File: config.mk
export PLATFORM = sky130hd
export DESIGN_NAME = gpio_irq_ctrl
export DESIGN_NICKNAME = d
export VERILOG_FILES = /design/src/rtl/gpx_pkg.sv /design/src/rtl/gpx_sync.sv /design/src/rtl/gpx_evt.sv /design/src/rtl/gpio_irq_ctrl.sv
export SDC_FILE = /design/constraint.sdc
export NUM_CORES = 1
export LEC_CHECK = 0
export ABC_AREA = 1
export BUFFER_PORTS_ARGS = -buffer_cell sky130_fd_sc_hd__buf_4
export CAP_MARGIN = 40
export CORE_ASPECT_RATIO = 1.75
export CORE_MARGIN = 4
export CORE_UTILIZATION = 40
export CTS_CLUSTER_DIAMETER = 150
export DETAILED_ROUTE_END_ITERATION = 8
export PLACE_DENSITY = 0.65
export SLEW_MARGIN = 20
export SYNTH_ARGS = -nofsm -noshare
export SYNTH_HDL_FRONTEND = slang
export SYNTH_SLANG_ARGS = --single-unit
File: constraint.sdc
create_clock -name clk -period 2.4 [get_ports clk]
set_input_delay 0.72 -clock clk [delete_from_list [all_inputs] [get_ports clk]]
set_output_delay 0.72 -clock clk [all_outputs]
set_load 0.005 [all_outputs]
File: src/rtl/gpx_pkg.sv
`timescale 1ns/1ps
package gpx_pkg;
  localparam int unsigned GPX_AW = 6;

  localparam logic [GPX_AW-1:0] OFF_DIR  = 6'h00;
  localparam logic [GPX_AW-1:0] OFF_LSEL = 6'h04;
  localparam logic [GPX_AW-1:0] OFF_POL  = 6'h08;
  localparam logic [GPX_AW-1:0] OFF_REN  = 6'h0C;
  localparam logic [GPX_AW-1:0] OFF_FEN  = 6'h10;
  localparam logic [GPX_AW-1:0] OFF_DIN  = 6'h14;
  localparam logic [GPX_AW-1:0] OFF_SET  = 6'h18;
  localparam logic [GPX_AW-1:0] OFF_CLR  = 6'h1C;
  localparam logic [GPX_AW-1:0] OFF_DOUT = 6'h20;
  localparam logic [GPX_AW-1:0] OFF_MASK = 6'h28;
  localparam logic [GPX_AW-1:0] OFF_ARM  = 6'h2C;
  localparam logic [GPX_AW-1:0] OFF_STAT = 6'h30;
  localparam logic [GPX_AW-1:0] OFF_ACK  = 6'h34;
endpackage

File: src/rtl/gpx_sync.sv
`timescale 1ns/1ps
module gpx_sync #(
  parameter int unsigned N      = 16,
  parameter int unsigned STAGES = 2
) (
  input  logic         clk,
  input  logic         rst_n,
  input  logic [N-1:0] raw,
  output logic [N-1:0] cur,
  output logic [N-1:0] prv
);
  localparam int unsigned DEPTH = STAGES + 1;

  logic [N-1:0] chain [DEPTH];

  always_ff @(posedge clk or negedge rst_n) begin
    if (!rst_n) begin
      for (int k = 0; k < DEPTH; k++) chain[k] <= '0;
    end else begin
      chain[0] <= raw;
      for (int k = 1; k < DEPTH; k++) chain[k] <= chain[k-1];
    end
  end

  assign cur = chain[STAGES-1];
  assign prv = chain[STAGES];
endmodule

File: src/rtl/gpx_evt.sv
`timescale 1ns/1ps
module gpx_evt #(
  parameter int unsigned N = 16
) (
  input  logic         clk,
  input  logic         rst_n,
  input  logic [N-1:0] cur,
  input  logic [N-1:0] prv,
  input  logic [N-1:0] lsel,
  input  logic [N-1:0] pol,
  input  logic [N-1:0] ren,
  input  logic [N-1:0] fen,
  input  logic [N-1:0] ack,
  output logic [N-1:0] pend
);
  logic [N-1:0] hit;

  for (genvar g = 0; g < N; g++) begin : g_pin
    logic lvl_hit;
    logic edg_hit;
    assign lvl_hit = (cur[g] == pol[g]);
    assign edg_hit = (ren[g] & cur[g] & ~prv[g]) | (fen[g] & ~cur[g] & prv[g]);
    assign hit[g]  = lsel[g] ? lvl_hit : edg_hit;
  end

  always_ff @(posedge clk or negedge rst_n) begin
    if (!rst_n) pend <= '0;
    else        pend <= (pend & ~ack) | hit;
  end

  // an event is never lost to a clear written in the same cycle
  p_event_latched_r8: assert property (@(posedge clk) disable iff (!rst_n)
    (hit != '0) |=> ((pend & $past(hit)) == $past(hit)));
endmodule

File: src/rtl/gpio_irq_ctrl.sv
`timescale 1ns/1ps
module gpio_irq_ctrl
  import gpx_pkg::*;
#(
  parameter int unsigned NPIN        = 16,
  parameter int unsigned SYNC_STAGES = 2
) (
  input  logic              clk,
  input  logic              rst_n,
  input  logic              bus_sel,
  input  logic              bus_wr,
  input  logic [GPX_AW-1:0] bus_addr,
  input  logic [NPIN-1:0]   bus_wdata,
  output logic [NPIN-1:0]   bus_rdata,
  input  logic [NPIN-1:0]   pin_in,
  output logic [NPIN-1:0]   pin_out,
  output logic [NPIN-1:0]   pin_oe,
  output logic              irq
);
  logic [NPIN-1:0] dir_q, lsel_q, pol_q, ren_q, fen_q;
  logic [NPIN-1:0] dout_q, mask_q, arm_q;
  logic [NPIN-1:0] cur, prv, pend, ack, status, rd_mux;
  logic            wr_en, rd_en;

  assign wr_en = bus_sel & bus_wr;
  assign rd_en = bus_sel & ~bus_wr;

  gpx_sync #(.N(NPIN), .STAGES(SYNC_STAGES)) u_sync (
    .clk(clk), .rst_n(rst_n), .raw(pin_in), .cur(cur), .prv(prv)
  );

  assign ack = (wr_en && bus_addr == OFF_ACK) ? bus_wdata : '0;

  gpx_evt #(.N(NPIN)) u_evt (
    .clk(clk), .rst_n(rst_n), .cur(cur), .prv(prv),
    .lsel(lsel_q), .pol(pol_q), .ren(ren_q), .fen(fen_q),
    .ack(ack), .pend(pend)
  );

  always_ff @(posedge clk or negedge rst_n) begin
    if (!rst_n) begin
      dir_q  <= '0;
      lsel_q <= '0;
      pol_q  <= '0;
      ren_q  <= '0;
      fen_q  <= '0;
      dout_q <= '0;
      mask_q <= '1;
      arm_q  <= '0;
    end else if (wr_en) begin
      case (bus_addr)
        OFF_DIR:  dir_q  <= bus_wdata;
        OFF_LSEL: lsel_q <= bus_wdata;
        OFF_POL:  pol_q  <= bus_wdata;
        OFF_REN:  ren_q  <= bus_wdata;
        OFF_FEN:  fen_q  <= bus_wdata;
        OFF_SET:  dout_q <= dout_q | bus_wdata;
        OFF_CLR:  dout_q <= dout_q & ~bus_wdata;
        OFF_MASK: mask_q <= bus_wdata;
        OFF_ARM:  arm_q  <= bus_wdata;
        default:  ;
      endcase
    end
  end

  assign status  = pend & ~mask_q & arm_q;
  assign irq     = |status;
  assign pin_out = dout_q;
  assign pin_oe  = dir_q;

  always_comb begin
    rd_mux = '0;
    case (bus_addr)
      OFF_DIR:  rd_mux = dir_q;
      OFF_LSEL: rd_mux = lsel_q;
      OFF_POL:  rd_mux = pol_q;
      OFF_REN:  rd_mux = ren_q;
      OFF_FEN:  rd_mux = fen_q;
      OFF_DIN:  rd_mux = cur;
      OFF_DOUT: rd_mux = dout_q;
      OFF_MASK: rd_mux = mask_q;
      OFF_ARM:  rd_mux = arm_q;
      OFF_STAT: rd_mux = status;
      default:  rd_mux = '0;
    endcase
  end

  always_ff @(posedge clk or negedge rst_n) begin
    if (!rst_n) bus_rdata <= '0;
    else        bus_rdata <= rd_en ? rd_mux : '0;
  end

  // set port raises every bit written as one
  p_set_bits_r3: assert property (@(posedge clk) disable iff (!rst_n)
    (wr_en && bus_addr == OFF_SET) |=> ((pin_out & $past(bus_wdata)) == $past(bus_wdata)));
  // clear port drops every bit written as one
  p_clr_bits_r3: assert property (@(posedge clk) disable iff (!rst_n)
    (wr_en && bus_addr == OFF_CLR) |=> ((pin_out & $past(bus_wdata)) == '0));
  // direction write reaches the enables next cycle
  p_dir_load_r2: assert property (@(posedge clk) disable iff (!rst_n)
    (wr_en && bus_addr == OFF_DIR) |=> (pin_oe == $past(bus_wdata)));
  // read data is idle zero after a cycle without a read
  p_rdata_idle_r10: assert property (@(posedge clk) disable iff (!rst_n)
    !rd_en |=> (bus_rdata == '0));
endmodule

* Word level (Yosys, flattened, before mapping)
Cells that the tools add are included.
** Word-level totals
- Flip-flop bits (word level) :: 208
- Bits of input ports :: 42
- Word-level logic and storage cells :: 197
** Operators by class
- Equal/unequal tests :: 28
- Multiplexer cells :: 20
- Bitwise gates (word level) :: 124
- Reduce and logical (&&, ||, !) cells :: 12
** Operators with widths (number)
- $pmux 16 s10 :: 1
- $and 1x1->1 :: 66
- $and 16x16->16 :: 4
- $not 16->16 :: 3
- $not 1->1 :: 33
- $mux 16 :: 2
- $or 16x16->16 :: 2
- $pmux 16 s2 :: 1
- $eq 6x6->1 const B :: 5
- $eq 6x5->1 const B :: 4
- $eq 1x1->1 :: 16
- $mux 1 :: 16
- $or 1x1->1 :: 16
- $reduce_and 2->1 :: 8
- $reduce_or 16->1 :: 1
- $eq 6x4->1 const B :: 2
- $eq 6x3->1 const B :: 1
- $logic_not 6->1 :: 1
- $reduce_bool 2->1 :: 1
- $logic_and 1x1->1 :: 1

* Longest topological paths before layout
Gate-level depths: netlist (run 1).
- Depth in word-level cells :: 6
- Mapped depth :: 10

* Cells and area by module
A second synthesis (run 1) with hierarchy kept.
** Unflattened totals
- Cells, all modules :: 1237
- Area, all modules :: 9799.4 µm²
** By module, submodules not included
- gpio_irq_ctrl :: times used 1, cells each 902, area each 6994.2 µm², seq. area each 3623.5 µm²
- gpx_sync :: times used 1, cells each 80, area each 1441.4 µm², seq. area each 1201.2 µm²
- gpx_evt :: times used 1, cells each 255, area each 1363.8 µm², seq. area each 400.4 µm²

* Least setup slack after synthesis (run 1)
OpenSTA, ideal clock, no wires.
- Kind :: input-to-reg
- From :: in bus_addr[0]
- To :: reg arm_q[1]
- Library setup time :: 0.130 ns
- Data arrival time :: 1.718 ns
- Setup slack :: 0.552 ns
- Cell stages on the path :: 8
- Buffers on the path :: 2
- Path through :: inv_1 > nand2_1 > nor2_1 > buf_2 > nand3_1 > buf_2 > nand2_1 > o21ai_0
** Between the ends
- Longest elaborated chain between the ends :: 2
** RTL lines
- from (decl) :: line gpio_irq_ctrl.sv:12 : input logic [GPX_AW-1:0] bus_addr,
- $eq 6x6->1 :: line gpio_irq_ctrl.sv:51 : case (bus_addr)
- $reduce_and 2->1 (no line)
- to (signal assigned) :: line gpio_irq_ctrl.sv:60 : OFF_ARM: arm_q <= bus_wdata;
- to (decl) :: line gpio_irq_ctrl.sv:21 : logic [NPIN-1:0] dout_q, mask_q, arm_q;
No other way between the ends.
A chain may end at the register's enable or synchronous reset.

* Worst setup path after layout (run 1)
- From :: reg mask_q[3]
- To :: out irq
** Between the ends
- Longest elaborated chain between the ends :: 4
** RTL lines
- from (decl) :: line gpio_irq_ctrl.sv:21
- from (signal assigned) :: line gpio_irq_ctrl.sv:59 : OFF_MASK: mask_q <= bus_wdata;
- $not 16->16 :: line gpio_irq_ctrl.sv:66 : assign status = pend & ~mask_q & arm_q;
- $and 16x16->16 (2 in a row) :: line gpio_irq_ctrl.sv:66
- $reduce_or 16->1 :: line gpio_irq_ctrl.sv:67 : assign irq = |status;
- to (decl) :: line gpio_irq_ctrl.sv:18 : output logic irq
No other way between the ends.

==> results by group, run 1 <==
Status
  – Outcome: finished with violations
  – Failing checks: setup timing

Floorplan
  – Die area: 0.0261 mm²
  – Core ar.: 0.0229 mm²
  – Io pins: 91
  – Die height: 211 µm
  – Initial core utilization: 0.409
  – FP Rows: 73
  – Die Width: 124 µm

Critical path
  – WP buf/inv: 1
  – Crit path cell chain: nor2_2 -> nor4_4 -> nand3b_1 -> buf_4
  – CP Launch Type: register
  – Top Family by Delay on Critical Path: simple AND/OR/NAND/NOR gates
  – Critical Path RT: 1.68 ns
  – Largest stage delay, worst path: 0.54 ns
  – Worst EP arrival: 1.84 ns
  – WS Path Type: register to output port
  – Slowest-stage cell, CP: dfstp_2
  – CP endpoint kind: output port
  – CP Max Fanout: 2

Global route
  – GRT Resource Usage Total: 0.238
  – Vias in the first global route: 8464
  – Antenna violations before repair: 0
  – Grt ovf: 0
  – Largest net degree at the start of global routing: 60
  – Global-route wire length before repair: 47400 µm

Power and ir drop
  – Switch share: 0.256
  – Leak pwr: 5.57 nW
  – Net Sw Power: 2.13 mW
  – Peak supply drop: 0.394 mV
  – Power per cell area: 729 mW/mm²
  – Clock power share: 0.423
  – Final Power: 8.34 mW
  – Reg power frac: 0.479
  – Internal power: 6.20 mW
  – Combinational Power Share: 0.098

Cells and area
  – Final core occ: 0.499
  – Fill cells: 2204
  – Commonest non-fill, non-tap cell in the layout: nand2_1
  – Register Area: 0.00523 mm²
  – Antenna cells: 0
  – Area delta synth->final: 21.8%
  – Commonest non-fill, non-tap cells in the layout: nand2_1, dfrtp_1, o21ai_0, buf_4, nor2_1
  – Share of layout cells above drive strength 1: 0.163
  – Final Net Count: 1296
  – Multi-input gate area: 0.00363 mm²

Route
  – Vias per cell: 5.42
  – Total number of vias: 8509
  – Pre-antenna DRT Iters: 5
  – Routed wire length: 30400 µm
  – Average wire per standard cell: 19.4 µm
  – Initial DRC count: 833
  – Residual DRC: 0
  – Antenna viol nets, final: 0

Placed design
  – Final HPWL DP: 21400 µm
  – IO Port Bufs: 90
  – Pre-CTS setup slack: 0.199 ns
  – GPL Wtd Cong: 0.962

Timing
  – Hold_ws: 0.134 ns
  – Layout Skew: 0.0171 ns
  – Slew at the pin with the worst max-slew slack: 0.442 ns
  – Slew headroom: 0.705
  – Period utilisation layout: 1.07
  – Fmax: 391 MHz
  – Pins Over Slew Limit: 0
  – Final setup vio count: 1
  – Final Hold Vio Count: 0
  – RSZ-0062 raised after global routing: true
  – PnR worst setup slack: -0.159 ns
  – Tmin final: 2.56 ns

Yosys
  – Register area share after synthesis: 0.557
  – Synth Warn #: 0
  – #FFs+latches synth: 208
  – Synth cell types: 27
  – Cells after synthesis: 1145
  – Syn Std Cell Area: 0.00938 mm²
  – Avg Synthesized Cell Area: 8.19 µm²
  – Syn Nets: 1187

Clock network
  – CTS tree: yes
  – Hold buffer count at CTS: 0
  – Clk root buf: clkbuf_16
  – CTS Buffer Depth: 3
  – Reg clk slew, reported paths: 0.06 ns
  – Clock buffer count from CTS: 22
  – CTS sink cnt: 208
  – Later-pin clock latency in the skew report: 0.52 ns
  – H-tree levels: 1

Flow run
  – Max-Cap Viols: 0

Worst hold path
  – Worst min-delay path class: input pin to async pin
[synth_stat cells]
master      n  area share
nand2_1   301        0.12
dfrtp_1   192        0.51
o21ai_0   158       0.084
nor2_1    133       0.053
inv_1      89       0.036
nand3_1    79       0.042
nand4_1    66       0.044
clkbuf_1   34       0.014
buf_2      19       0.010
dfstp_2    16       0.045
nor3_1     15      0.0080
nand3b_1   10      0.0080
a21oi_1     6      0.0032
and3_1      4      0.0027
nor2_2      4      0.0027
and3b_1     2      0.0019
buf_1       2     0.00080
inv_2       2     0.00080
nor4_1      2      0.0013
o211ai_1    2      0.0016
o21ai_1     2      0.0011
xor2_1      2      0.0019
clkinv_1    1     0.00040
mux2i_1     1      0.0011
nor2_4      1      0.0012
nor4_4      1      0.0023
xnor2_1     1     0.00093
[through the flow]
stage	TNS [ns]	instance area, µm²	instances
floorplan	0	9380	1145
global placement	0	10600	1526
detailed placement	0	10600	1526
CTS	-0.165	11400	1569
global route	-0.183	11400	1570
finish	-0.159	11400	1570
[path summary, 6_finish.rpt]
path	from	depth (start not counted)	slack [ns]	endpoint
max	mask_q[3]$_DFFE_PN1P_	4	-0.16	irq
min	rst_n	1	0.13	u_sync.chain[38]$_DFF_PN0_
max reg2reg	mask_q[2]$_DFFE_PN1P_	7	1.24	bus_rdata[2]$_DFF_PN0_
min reg2reg	u_sync.chain[37]$_DFF_PN0_	0	0.34	u_sync.cur[5]$_DFF_PN0_
max in group asynchronous	rst_n	2	1.55	mask_q[1]$_DFFE_PN1P_
min in group clk	pin_in[10]	1	0.30	u_sync.chain[42]$_DFF_PN0_
[registers in the layout, indices dropped and copies added (netlist names), named ones only]
| signal | flops |
|---|---|
| u_sync.chain | 16 |
| ren_q | 16 |
| arm_q | 16 |
| u_evt.pend | 16 |
| mask_q | 16 |
| pol_q | 16 |
| u_sync.prv | 16 |
| bus_rdata | 16 |
| fen_q | 16 |
| lsel_q | 16 |
| u_sync.cur | 16 |
| pin_oe | 16 |
[cells by family after synthesis]
group                  count (synthesis)  synth area share
AO/OA/AOI/OAI                        168            0.0901
XOR/XNOR                               3           0.00280
buffers and inverters                147            0.0613
AND/OR/NAND/NOR                      618             0.288
flip-flops                           208             0.557
multiplexers                           1           0.00107
[power groups by stage]
stage | registers [mW] | clock network [mW] | logic (mW)
after floorplan | 3.98 | 0 | 0.377
after global placement | 4.05 | 0 | 0.783
after detailed placement | 4.05 | 0 | 0.798
after CTS | 3.99 | 3.58 | 0.818
after global routing | 4.03 | 3.73 | 0.914
final | 4.00 | 3.53 | 0.816
[final cells by class]
cell class                 instances  area share
multi-input combinational        790       0.318
tap                              300      0.0328
sequential                       208       0.457
inverter                          92      0.0302
timing repair buffer             140      0.0970
clock buffer                      32      0.0568
clock inverter                     8     0.00865
[routing by layer]
metal,vias to the layer above,GRT usage,wire length (µm)
li1,3967,-,-
met1,4069,0.271,10600
met4,0,0.151,2130
met5,-,0,0
met3,105,0.0287,1870
met2,368,0.414,15800
[timing repair]
item | in CTS | in global routing
resized for setup | 4 | 4
endpoints found under the setup margin | 1 | 1
pin swaps | 4 | 2
buffers inserted | 3 | 1
(Power assumes the default switching activity.)
==> inputs of run 2 (changes only) <==
--- a/config.mk
+++ b/config.mk
@@ -6,6 +6,7 @@
 export NUM_CORES = 1
 export LEC_CHECK = 0
 export ABC_AREA = 1
+export ABC_CLOCK_PERIOD_IN_PS = 2400
 export BUFFER_PORTS_ARGS = -buffer_cell sky130_fd_sc_hd__buf_4
 export CAP_MARGIN = 40
 export CORE_ASPECT_RATIO = 1.75
==> constraint.sdc (replaced) <==
create_clock -name clk -period 2.4 [get_ports clk]
set_input_delay 0.24 -clock clk [delete_from_list [all_inputs] [get_ports clk]]
set_output_delay 0.24 -clock clk [all_outputs]
set_load 0.005 [all_outputs]
==> run 2 against run 1 <==
Net effect: the flow now finishes without violations; maximum frequency is 19% higher; highest routed layer unchanged; critical path depth stayed put; register-to-register slack worse by 0.16 ns; global-route usage is 0.15 points higher; largest power group unchanged.
==> results by group, run 2 (synthesized netlist as in run 1, its figures left out) <==
Cells and area
  – Share of layout cells above drive strength 1: 0.150 (was 0.163)
  – Area delta synth->final: 22.1% (was 21.8%)
  – Commonest non-fill, non-tap cells in the layout: nand2_1, dfrtp_1, o21ai_0, nor2_1, buf_4 (was nand2_1, dfrtp_1, o21ai_0, buf_4, nor2_1)
  – Final core occ: 0.500 (was 0.499)
  – Final Net Count: 1303 (was 1296)
  – Antenna cells: 0 (unchanged)
  – Commonest non-fill, non-tap cell in the layout: nand2_1 (unchanged)

Global route
  – Vias in the first global route: 8593 (was 8464)
  – Grt ovf: 0 (unchanged)
  – Largest net degree at the start of global routing: 77 (was 60)
  – GRT Resource Usage Total: 0.240 (was 0.238)
  – Global-route wire length before repair: 47800 µm (was 47400 µm)
  – Antenna violations before repair: 0 (unchanged)

Floorplan
  – Die height: 211 µm (unchanged)
  – Io pins: 91 (unchanged)
  – Die area: 0.0261 mm² (unchanged)
  – Core ar.: 0.0229 mm² (unchanged)
  – FP Rows: 73 (unchanged)
  – Die Width: 124 µm (unchanged)
  – Initial core utilization: 0.409 (unchanged)

Critical path
  – Worst EP arrival: 1.90 ns (was 1.84 ns)
  – Largest stage delay, worst path: 0.54 ns (about the same)
  – Top Family by Delay on Critical Path: simple AND/OR/NAND/NOR gates (unchanged)
  – WP buf/inv: 1 (unchanged)
  – CP Max Fanout: 3 (was 2)
  – CP Launch Type: register (unchanged)
  – Slowest-stage cell, CP: dfstp_2 (unchanged)
  – WS Path Type: register to output port (unchanged)
  – Reg2reg path depth: 4 (was 7)
  – Crit. path cell count: 4 (unchanged)
  – Crit path cell chain: nor2_1 -> nor4_1 -> nand3b_1 -> buf_4 (was nor2_2 -> nor4_4 -> nand3b_1 -> buf_4)
  – CP endpoint kind: output port (unchanged)
  – Critical Path RT: 2.16 ns (was 1.68 ns)

Status
  – Outcome: finished, final reports clean (was finished with violations)

Route
  – Residual DRC: 0 (unchanged)
  – Vias per cell: 5.43 (was 5.42)
  – Average wire per standard cell: 19.5 µm (was 19.4 µm)
  – Routed wire length: 30700 µm (was 30400 µm)
  – Initial DRC count: 702 (was 833)
  – Antenna viol nets, final: 0 (unchanged)
  – Pre-antenna DRT Iters: 6 (was 5)
  – Total number of vias: 8553 (was 8509)

Worst hold path
  – Hold depth: 3
  – Worst min-delay path class: input pin to register (was input pin to async pin)

Timing
  – Layout Skew: 0.0112 ns (was 0.0171 ns)
  – Period utilisation layout: 0.892 (was 1.07)
  – RSZ-0062 raised after global routing: false (was true)
  – Slew at the pin with the worst max-slew slack: 0.654 ns (was 0.442 ns)
  – Final Hold Vio Count: 0 (unchanged)
  – Slew headroom: 0.564 (was 0.705)
  – PnR worst setup slack: 0.258 ns (was -0.159 ns)
  – Tmin final: 2.14 ns (was 2.56 ns)
  – TNS Setup: 0 ns (was -0.159 ns)
  – Fmax: 467 MHz (was 391 MHz)
  – Pins Over Slew Limit: 0 (unchanged)
  – Final setup vio count: 0 (was 1)

Placed design
  – Pre-CTS setup slack: 0.493 ns (was 0.199 ns)
  – Final HPWL DP: 21400 µm (about the same)
  – IO Port Bufs: 90 (unchanged)
  – GPL Wtd Cong: 0.942 (was 0.962)

Clock network
  – CTS Buffer Depth: 3 (unchanged)
  – Post-CTS Resized: 0 (was 4)
  – CTS sink cnt: 208 (unchanged)
  – Later-pin clock latency in the skew report: 0.50 ns (was 0.52 ns)
  – CTS tree: yes (unchanged)
  – Reg clk slew, reported paths: 0.07 ns (was 0.06 ns)
  – Clk root buf: clkbuf_16 (unchanged)
  – H-tree levels: 1 (unchanged)
  – Clock buffer count from CTS: 21 (was 22)

Power and ir drop
  – Power per cell area: 716 mW/mm² (was 729 mW/mm²)
  – Peak supply drop: 0.456 mV (was 0.394 mV)
  – Leak pwr: 5.56 nW (was 5.57 nW)

Flow run
  – Max-Cap Viols: 0 (unchanged)
[run 2: changes by cell type in the layout (fill, tap and decap cells not counted), moves of 2 or more]
cell and change:
nand2_1 +2, nor2_2 -2, buf_4 -8, nand2_2 -2
clkinv_2 -2, dlygate4sd3_1 +17, clkbuf_16 -2, nor2_1 +3
[run 2: worst reg2reg max path, delay by kind of cell, from the launching register on]
kind,cells,cell delay (ns)
compound gates,2,0.51
flops,1,0.54
simple gates,2,0.17
[run 2: area by class of cell]
cell class                 count  area, µm²
inverter                      92        345
tap                          300        375
sequential                   208       5230
clock inverter                 8        103
timing repair buffer         148       1200
multi-input combinational    790       3600
fill                        2238      11500
clock buffer                  30        609
[run 2: worst paths after layout]
check	start	to	slack, ns
hold reg to reg	u_sync.chain[39]$_DFF_PN0_	u_sync.cur[7]$_DFF_PN0_	0.34
setup reg to reg	u_sync.cur[5]$_DFF_PN0_	u_evt.pend[5]$_DFF_PN0_	1.08
setup / recovery	mask_q[3]$_DFFE_PN1P_	irq	0.26
hold / removal	bus_wdata[13]	register	0.02
max in group asynchronous	rst_n	mask_q[4]$_DFFE_PN1P_	1.28
min in group asynchronous	rst_n	ren_q[6]$_DFFE_PN0P_	0.30
[run 2: per-stage QoR]
step,hold slack (ns),instances,instance area [µm²],total power [mW]
after floorplan,-0.0556,1145,9380,4.36
after global placement,0.267,1521,10600,4.83
after detailed placement,0.269,1521,10600,4.85
after CTS,0.0130,1576,11500,8.26
after global routing,0.0145,1576,11500,8.53
final,0.0185,1576,11500,8.20
[run 2: report_power, final]
group          total [mW]  internal, mW  switching, mW
sequential           3.99          3.77          0.223
combinational       0.819         0.327          0.492
clock                3.39          1.99           1.39
total                8.20          6.09           2.11
[run 2: per-layer routing]
| metal | track usage | share of wire |
|---|---|---|
| met1 | 0.273 | 0.36 |
| met2 | 0.405 | 0.50 |
| met3 | 0.0384 | 0.068 |
| met4 | 0.161 | 0.073 |
| met5 | 0 | 0 |
[run 2: repair_timing]
| action | CTS | global route |
|---|---|---|
| hold buffers | 17 | 0 |
| setup buffers | 0 | 0 |
| endpoints found under the hold margin | 80 | 0 |
==> inputs of run 3 (changes only) <==
--- a/config.mk
+++ b/config.mk
@@ -12,9 +12,12 @@
 export CORE_ASPECT_RATIO = 1.75
 export CORE_MARGIN = 4
 export CORE_UTILIZATION = 40
+export CTS_BUF_LIST = sky130_fd_sc_hd__clkbuf_8
 export CTS_CLUSTER_DIAMETER = 150
 export DETAILED_ROUTE_END_ITERATION = 8
+export GPL_TIMING_DRIVEN = 0
 export PLACE_DENSITY = 0.65
+export RECOVER_POWER = 50
 export SLEW_MARGIN = 20
 export SYNTH_ARGS = -nofsm -noshare
 export SYNTH_HDL_FRONTEND = slang
==> run 3 against run 2 <==
Net effect: final area is essentially flat; sequential cell count is the same; worst setup slack worse by 0.12 ns; largest cell class unchanged; via count rose by 3.4%; highest routed layer unchanged; largest power group unchanged; maximum frequency shrank 5.2%.
==> results by group, run 3 (synthesized netlist as in run 1, its figures left out) <==
Status
  – Outcome: finished, final reports clean (unchanged)

Cells and area
  – Share of layout cells above drive strength 1: 0.138 (was 0.150)
  – Antenna cells: 0 (unchanged)
  – Final core occ: 0.499 (was 0.500)
  – Finished layout cell area: 0.0114 mm² (was 0.0115 mm²)
  – Commonest non-fill, non-tap cells in the layout: nand2_1, dfrtp_1, o21ai_0, nor2_1, inv_1 (was nand2_1, dfrtp_1, o21ai_0, nor2_1, buf_4)
  – Area delta synth->final: 21.9% (was 22.1%)
  – Fill cells: 2239 (was 2238)
  – Commonest non-fill, non-tap cell in the layout: nand2_1 (unchanged)
  – Final Net Count: 1347 (was 1303)

Power and ir drop
  – Leak pwr: 5.59 nW (was 5.56 nW)
  – Peak supply drop: 0.348 mV (was 0.456 mV)
  – Power per cell area: 678 mW/mm² (was 716 mW/mm²)

Placed design
  – Post-Place Cell Area: 0.0105 mm² (was 0.0106 mm²)
  – Pre-CTS setup slack: 0.189 ns (was 0.493 ns)
  – IO Port Bufs: 90 (unchanged)
  – GPL Wtd Cong: 1.01 (was 0.942)
  – Final HPWL DP: 24100 µm (was 21400 µm)

Timing
  – Period utilisation layout: 0.942 (was 0.892)
  – RSZ-0062 raised after global routing: false (unchanged)
  – Hold_ws: 0.0779 ns (was 0.0185 ns)
  – Tmin final: 2.26 ns (was 2.14 ns)
  – TNS Setup: 0 ns (unchanged)
  – PnR worst setup slack: 0.140 ns (was 0.258 ns)
  – Final setup vio count: 0 (unchanged)
  – Pins Over Slew Limit: 0 (unchanged)
  – Layout Skew: 0.0287 ns (was 0.0112 ns)
  – Slew at the pin with the worst max-slew slack: 1.38 ns (was 0.654 ns)
  – Slew headroom: 0.0788 (was 0.564)
  – Final Hold Vio Count: 0 (unchanged)
  – Fmax: 442 MHz (was 467 MHz)

Critical path
  – WS Path Type: register to output port (unchanged)
  – CP Max Fanout: 3 (unchanged)
  – CP endpoint kind: output port (unchanged)
  – Critical Path RT: 2.16 ns (about the same)
  – Largest stage delay, worst path: 0.56 ns (was 0.54 ns)
  – Crit path cell chain: nor2_1 -> nor4_1 -> nand3b_1 -> buf_4 (unchanged)
  – Slowest-stage cell, CP: dfstp_2 (unchanged)
  – Worst EP arrival: 2.02 ns (was 1.90 ns)
  – CP Launch Type: register (unchanged)
  – CP startpoint: mask_q[3]$_DFFE_PN1P_ (unchanged)
  – Reg2reg start: ren_q[5]$_DFFE_PN0P_ (was u_sync.cur[5]$_DFF_PN0_)

Global route
  – GRT Resource Usage Total: 0.257 (was 0.240)
  – Global-route wire length before repair: 50300 µm (was 47800 µm)
  – Grt ovf: 0 (unchanged)
  – Largest net degree at the start of global routing: 87 (was 77)
  – Antenna violations before repair: 0 (unchanged)
  – Vias in the first global route: 9072 (was 8593)

Floorplan
  – Die Width: 124 µm (unchanged)
  – Die area: 0.0261 mm² (unchanged)
  – FP Rows: 73 (unchanged)
  – Io pins: 91 (unchanged)
  – Core ar.: 0.0229 mm² (unchanged)
  – Die height: 211 µm (unchanged)
  – Initial core utilization: 0.409 (unchanged)

Route
  – Total number of vias: 8840 (was 8553)
  – Antenna viol nets, final: 0 (unchanged)
  – Average wire per standard cell: 20.1 µm (was 19.5 µm)
  – Residual DRC: 0 (unchanged)
  – Vias per cell: 5.43 (about the same)
  – Initial DRC count: 714 (was 702)
  – Routed wire length: 32700 µm (was 30700 µm)
  – Pre-antenna DRT Iters: 6 (unchanged)

Worst hold path
  – Worst Min Path Start: bus_sel (was bus_wdata[13])
  – Worst min-delay path class: input pin to register (unchanged)

Clock network
  – H-tree levels: 1 (unchanged)
  – CTS Buffer Depth: 3 (unchanged)
  – Clock buffer count from CTS: 31 (was 21)
  – Later-pin clock latency in the skew report: 0.60 ns (was 0.50 ns)
  – Reg clk slew, reported paths: 0.06 ns (was 0.07 ns)
  – CTS sink cnt: 208 (unchanged)
  – Clk root buf: clkbuf_8 (was clkbuf_16)
  – CTS tree: yes (unchanged)

Flow run
  – Max-Cap Viols: 0 (unchanged)
run 3: cell count changes in the layout (fill, tap and decap cells not counted), moves of 16 or more:
cell           previous run  this run
buf_4                   127        73
clkbuf_1                  4        34
clkbuf_8                  5        42
clkbuf_4                  0        16
dlygate4sd3_1            17        34
buf_2                     0        20
clkbuf_16                21         0
run 3: repair_timing:
item,4_1_cts,5_1_grt
setup endpoints to repair,0,0
hold buffers,34,0
gates resized for setup,0,0
setup buffers,0,0
endpoints found under the hold margin,154,0
run 3: critical path: cells and delay by family, from the launching register on:
| family | cells | cell delay (ns) |
|---|---|---|
| buffers and inverters | 1 | 0.17 |
| DFF | 1 | 0.56 |
| and+or+nand+nor | 3 | 0.69 |
run 3: worst paths after layout:
check	end	depth (start not counted)	slack, ns
min	bus_rdata[0]$_DFF_PN0_	5	0.08
min in group asynchronous	u_sync.chain[39]$_DFF_PN0_	2	0.50
min reg2reg	u_sync.cur[15]$_DFF_PN0_	0	0.35
max in group asynchronous	bus_rdata[11]$_DFF_PN0_	3	0.44
max	irq	4	0.14
max reg2reg	bus_rdata[5]$_DFF_PN0_	6	1.01
run 3: area by class of cell:
cell class                 count  area, µm²  share of cell area
sequential                   208       5230               0.457
multi-input combinational    790       3580               0.313
timing repair buffer         127       1040              0.0910
clock buffer                  42        578              0.0505
tap                          300        375              0.0328
inverter                      92        345              0.0302
buffer                        55        230              0.0201
clock inverter                15       65.1             0.00569
run 3: routing by layer:
metal,share of wire,wire length [µm],track usage,up-vias
met4,0.12,3860,0.254,0
li1,-,-,-,4078
met2,0.48,15800,0.419,423
met1,0.33,10900,0.272,4188
met3,0.066,2150,0.0384,151
met5,0,0,0,-
run 3: power breakdown:
group	leakage [nW]	switching (mW)	internal (mW)	total [mW]
sequential	2.61	0.253	3.77	4.02
clock	0.371	1.38	1.55	2.94
combinational	2.61	0.473	0.327	0.800
total	5.59	2.11	5.65	7.76
run 3: stage by stage:
stage | total power [mW] | cells
2_1_floorplan | 4.36 | 1145
3_3_place_gp | 4.81 | 1535
3_5_place_dp | 4.84 | 1538
4_1_cts | 7.84 | 1629
5_1_grt | 8.12 | 1629
6_report | 7.76 | 1629
